==> config.mk <==
export PLATFORM = sky130hd
export DESIGN_NAME = bcd_digit_sub
export DESIGN_NICKNAME = d
export VERILOG_FILES = /design/src/rtl/bcd_sub_pkg.sv /design/src/rtl/bin_sub_stage.sv /design/src/rtl/bcd_fix_stage.sv /design/src/rtl/bcd_digit_sub.sv
export SDC_FILE = /design/constraint.sdc
export NUM_CORES = 1
export LEC_CHECK = 0
export BUFFER_PORTS_ARGS = -buffer_cell sky130_fd_sc_hd__clkbuf_2
export CORE_AREA = 2 2 39 41
export DETAILED_ROUTE_END_ITERATION = 6
export DIE_AREA = 0 0 41 43
export MAX_ROUTING_LAYER = met4
export SLEW_MARGIN = 40
export SYNTH_ARGS = -nofsm -noshare
export SYNTH_HDL_FRONTEND = slang
export SYNTH_SLANG_ARGS = --single-unit
==> constraint.sdc <==
create_clock -name vclk -period 5.5
set_clock_uncertainty 0.2 [all_clocks]
set_input_delay 1.65 -clock vclk [all_inputs]
set_output_delay 1.65 -clock vclk [all_outputs]
set_load 0.03 [all_outputs]
==> src/rtl/bcd_sub_pkg.sv <==
package bcd_sub_pkg;
    parameter int DIG_W = 4;
    parameter int RADIX = 10;
    localparam int CORR = (1 << DIG_W) - RADIX;

    typedef struct packed {
        logic             brw;
        logic [DIG_W-1:0] val;
    } stage_t;
endpackage

==> src/rtl/bin_sub_stage.sv <==
module bin_sub_stage
    import bcd_sub_pkg::*;
(
    input  logic [DIG_W-1:0] a_i,
    input  logic [DIG_W-1:0] b_i,
    input  logic             bin_i,
    output stage_t           res_o
);
    stage_t res_d;

    always_comb begin
        res_d = {{1'b0, a_i} - {1'b0, b_i} - {{DIG_W{1'b0}}, bin_i}};
    end

    assign res_o = res_d;

    // the flag-weighted value equals the signed difference
    always_comb begin
        if (int'(a_i) < RADIX && int'(b_i) < RADIX) begin
            a_r2_weighted_value: assert (int'(res_o.val) - (res_o.brw ? (1 << DIG_W) : 0)
                                         == int'(a_i) - int'(b_i) - int'(bin_i));
        end
    end
endmodule

==> src/rtl/bcd_fix_stage.sv <==
module bcd_fix_stage
    import bcd_sub_pkg::*;
(
    input  stage_t           raw_i,
    output logic [DIG_W-1:0] digit_o
);
    localparam logic [DIG_W-1:0] CORR_V = DIG_W'(CORR);

    logic [DIG_W-1:0] digit_d;

    always_comb begin
        digit_d = raw_i.val - (raw_i.brw ? CORR_V : '0);
    end

    assign digit_o = digit_d;

    // no borrow means the value passes untouched
    always_comb begin
        if (!raw_i.brw) begin
            a_r4_pass_through: assert (digit_o == raw_i.val);
        end
    end
endmodule

==> src/rtl/bcd_digit_sub.sv <==
module bcd_digit_sub
    import bcd_sub_pkg::*;
(
    input  logic [3:0] minuend_i,
    input  logic [3:0] subtrahend_i,
    input  logic       borrow_i,
    output logic [3:0] digit_o,
    output logic       borrow_o
);
    stage_t raw_d;

    bin_sub_stage u_bin (
        .a_i   (minuend_i),
        .b_i   (subtrahend_i),
        .bin_i (borrow_i),
        .res_o (raw_d)
    );

    bcd_fix_stage u_fix (
        .raw_i   (raw_d),
        .digit_o (digit_o)
    );

    assign borrow_o = raw_d.brw;

    always_comb begin
        if (int'(minuend_i) < RADIX && int'(subtrahend_i) < RADIX) begin
            // legal digit out
            a_r6_digit_legal: assert (int'(digit_o) < RADIX);
            // borrow exactly when the result is negative
            a_r3_borrow_sign: assert (borrow_o == (int'(minuend_i) < int'(subtrahend_i) + int'(borrow_i)));
            // negative results come out as r + 10
            if (borrow_o) begin
                a_r5_tens_compl: assert (int'(digit_o) == int'(minuend_i) + RADIX
                                         - int'(subtrahend_i) - int'(borrow_i));
            end
        end
    end
endmodule

Word level (Yosys, flattened, before mapping)
Cells that the tools add are included.
{"block": "op_classes", "mux": 1, "n_addsub": 3}
{"cell": "$sub 4x4->5", "count": 1}
{"cell": "$sub 5x1->5", "count": 1}
{"cell": "$sub 4x4->4", "count": 1}
{"cell": "$mux 3", "count": 1}
{"block": "word_totals", "elab_cells": 4, "output_inout_bits": 5, "register_bits": 0, "input_bits": 9}

Depth between registers and ports, before layout
{"block": "depth", "word_depth": 4, "ltp_mapped": 12, "ltp_nobuf": 12}

Cells and area by module
A second synthesis with hierarchy kept.
{"block": "hier_totals", "cells_unflattened": 32, "hier_area_um2": 271.5}
{"mod": "bin_sub_stage", "n_inst": 1, "cells_per_inst": 24, "area_each_um2": 207.7, "seq_area_each_um2": 0.0}
{"mod": "bcd_fix_stage", "n_inst": 1, "cells_per_inst": 8, "area_each_um2": 63.8, "seq_area_each_um2": 0.0}

Worst setup path after synthesis
No wires, ideal clock.
{"block": "synth_timing", "path_type": "input -> output", "start": "in subtrahend_i[0]", "end": "out digit_o[3]", "path_buffers": 0, "t_arrival_ns": 4.497, "path_stages": 12, "setup_slack_ns": -0.847, "path_cell_list": "inv_1 -> fa_1 -> inv_1 -> fa_1 -> nand2_2 -> a21oi_2 -> xor2_1 -> ha_1 -> inv_1 -> fa_1 -> xor2_1 -> xnor2_1"}
{"block": "synth_via", "elab_chain_cells": 4}
{"item": "from (decl)", "line": "bcd_digit_sub.sv:5", "source": "input logic [3:0] subtrahend_i,"}
{"item": "$sub 4x4->5", "line": "bin_sub_stage.sv:12", "source": "res_d = {{1'b0, a_i} - {1'b0, b_i} - {{DIG_W{1'b0}}, bin_i}};"}
{"item": "$sub 5x1->5", "line": "bin_sub_stage.sv:12"}
{"item": "named net borrow_o", "line": "bcd_digit_sub.sv:8", "source": "output logic borrow_o"}
{"item": "$mux 3", "line": "bcd_fix_stage.sv:12", "source": "digit_d = raw_i.val - (raw_i.brw ? CORR_V : '0);"}
{"item": "$sub 4x4->4", "line": "bcd_fix_stage.sv:12"}
{"item": "to (decl)", "line": "bcd_digit_sub.sv:7", "source": "output logic [3:0] digit_o,"}
The timed path passes the listed nets, and every way through them passes these cells.

Worst setup path in the final report
{"block": "layout_timing", "start": "in minuend_i[0]", "end": "out digit_o[3]"}
{"block": "layout_via", "elab_chain_cells": 4}
{"item": "from (decl)", "line": "bcd_digit_sub.sv:4", "source": "input logic [3:0] minuend_i,"}
{"item": "$sub 4x4->5 *", "line": "bin_sub_stage.sv:12"}
{"item": "$sub 5x1->5 *", "line": "bin_sub_stage.sv:12"}
{"item": "$mux 3", "line": "bcd_fix_stage.sv:12"}
{"item": "$sub 4x4->4 *", "line": "bcd_fix_stage.sv:12"}
Every way passes the cells marked *; elsewhere a longest branch is shown, timed or not.

==> results.yml <==
worst_setup_path:
  worstPathRequired_ps: 3650
  critPathMaxFanout: 2
  cp.arrival_ps: 3860
  crit_type: "input port to output pin"
  end_kind: "output pin"
  cp-start-kind: "input port"
logic_synthesis:
  seq_area_frac_synth_pct: 0
  yosysWarnings: 0
  synth_top_area_share_pct: 32.1
  yosys-top-cells-area: "ha_1 32%, fa_1 22%, inv_1 17%"
  yosysMostFrequentCell: "inv_1"
  synthesis.area_um2: 273
  synth_cells: 32
  synthesis.nets: 51
  ys_types: 9
  yosys.area.top_type: "ha_1"
  synth_common_cells: "12 x inv_1, 7 x ha_1, 3 x fa_1, 3 x xnor2_1, 3 x xor2_1"
  synth_area_per_cell_um2: 8.52
route:
  wl_per_cell_um: 6.15
  vias: 242
  ant_nets: 0
  wl_um: 418
  drc: 0
  avgViaCountPerCell: 3.56
  drt_first_pass_iters: 1
  drtIter0Drc: 0
die:
  core_area_um2: 1380
  fp-row-count: 14
  start_util_pct: 19.7
  dieArea_um2: 1760
  die_y_um: 43
  io_pins: 14
  dieWidth_um: 41
sta:
  fin_crit_ps: 5710
  grt_setup_unrepaired: "yes"
  worst_pin_slew_ps: 243
  slew_violations: 0
  finalSetupTns_ps: -240
  fin_crit_sh_pct: 104
  setup_viol: 2
  finalHoldViolCount: 0
  worst_slack_ps: -211
  slew_headroom_pct: 83.8
  max_freq_mhz: 175
status:
  violations: "setup timing"
  outcome: "finished with violations"
min_path:
  whs_path_depth: 4
  min_to: "digit_o[0]"
  min_path_type: "input port to output pin"
  hp-start: "minuend_i[1]"
grt:
  antenna_found_initial: 0
  grt_start_max_net_pins: 4
  grt_pass1_wl_um: 696
  gr-total-overflow: 0
  grt_usage_pct: 5.56
  grt_pass1_vias: 187
cells_and_area:
  seq_cells: 0
  seq_area_um2: 0
  area_delta_synth_final_pct: 79.8
  diodes: 0
  clock_buffers: 0
  n_fill_cell: 140
  layout.nets: 73
  drive_gt1_share_pct: 61.5
placement:
  post-dp-hpwl_um: 446
  place.gp.congestion: 0.679
  dp_slack_ps: -301
  port_buffers: 14
power_and_ir_drop:
  p_per_area_nw_per_um2: 260
  ir_drop_mv: 0.0697
  p_leak_nw: 0.264
  power_mw: 0.127
clock_network:
  post-cts-setup-buffers: 0
  cts_hold_buf: 0
job:
  max-cap-violations: 0
[cells by family (layout without fill, tap and decap cells)]
kind of cell               after synthesis  after routing  synth area share, %
AOI/OAI and AO/OA                        2              2                 5.04
xor gates and xnor gates                 6              6                 19.3
adders and majority gates               10             10                 54.1
buffers and inverters                   12             32                 16.5
and+or+nand+nor                          2              2                 5.05
[metrics by stage]
stage	instance area (um^2)	cells	hold WS [ps]	util, %
floorplan	324	32	3270	-
global placement	459	68	3530	33.2
detailed placement	459	68	3530	33.2
CTS	477	68	3540	34.4
global route	490	68	3560	35.4
finish	490	68	3530	35.4
[cell usage in the layout, fill, tap and decap left out]
cell type / count
ha_2: 1
clkbuf_2: 10
nand3b_1: 1
buf_4: 6
inv_2: 3
nand2_2: 1
buf_6: 2
clkbuf_8: 1
xor2_4: 1
xor2_1: 1
fa_2: 3
xnor2_1: 2
a21oi_4: 1
buf_8: 1
ha_1: 6
inv_1: 9
xnor2_2: 1
o21ai_0: 1
xor2_2: 1
[metal layers]
layer / global-route usage, % / wire length, um / vias to the layer above
met5: - / 0 / -
met1: 8.39 / 169 / 104
li1: - / - / 132
met4: 0 / 0 / 0
met2: 8.75 / 228 / 6
met3: 0 / 20 / 0
[worst max path at each step]
stage	start	endpoint	slack (ps)
6_report	minuend_i[0]	digit_o[3]	-210
5_1_grt	borrow_i	digit_o[3]	-310
4_1_cts	minuend_i[0]	digit_o[3]	-280
3_5_place_dp	minuend_i[0]	digit_o[3]	-300
3_3_place_gp	minuend_i[0]	digit_o[3]	-270
2_1_floorplan	minuend_i[0]	digit_o[3]	-350
[critical path, cell delays in order]
cell and delay, ps:
buf_6 90, fa_2 380, inv_2 60, fa_2 200, nand2_2 70, a21oi_4 190, xor2_4 170, ha_2 190
inv_2 30, fa_2 340, xor2_2 160, xnor2_2 150, clkbuf_8 170
[timing repair]
| action | CTS | global route |
|---|---|---|
| endpoints found under the setup margin | 2 | 2 |
| gates resized for setup | 4 | 3 |
| hold endpoints to repair | 0 | 0 |
| pin swaps | 4 | 1 |
[report_power, final]
group          switching (mW)  internal, mW
clock network               0             0
logic                  0.0660        0.0615
registers                   0             0
total                  0.0660        0.0615
[final cells by class]
cell class                 count  area [um^2]  area share [%]
tap                           16         20.0            4.08
multi-input combinational     20          279            56.9
timing repair buffer          20          146            29.8
inverter                      12         45.0            9.18
(Power assumes the default switching activity.)
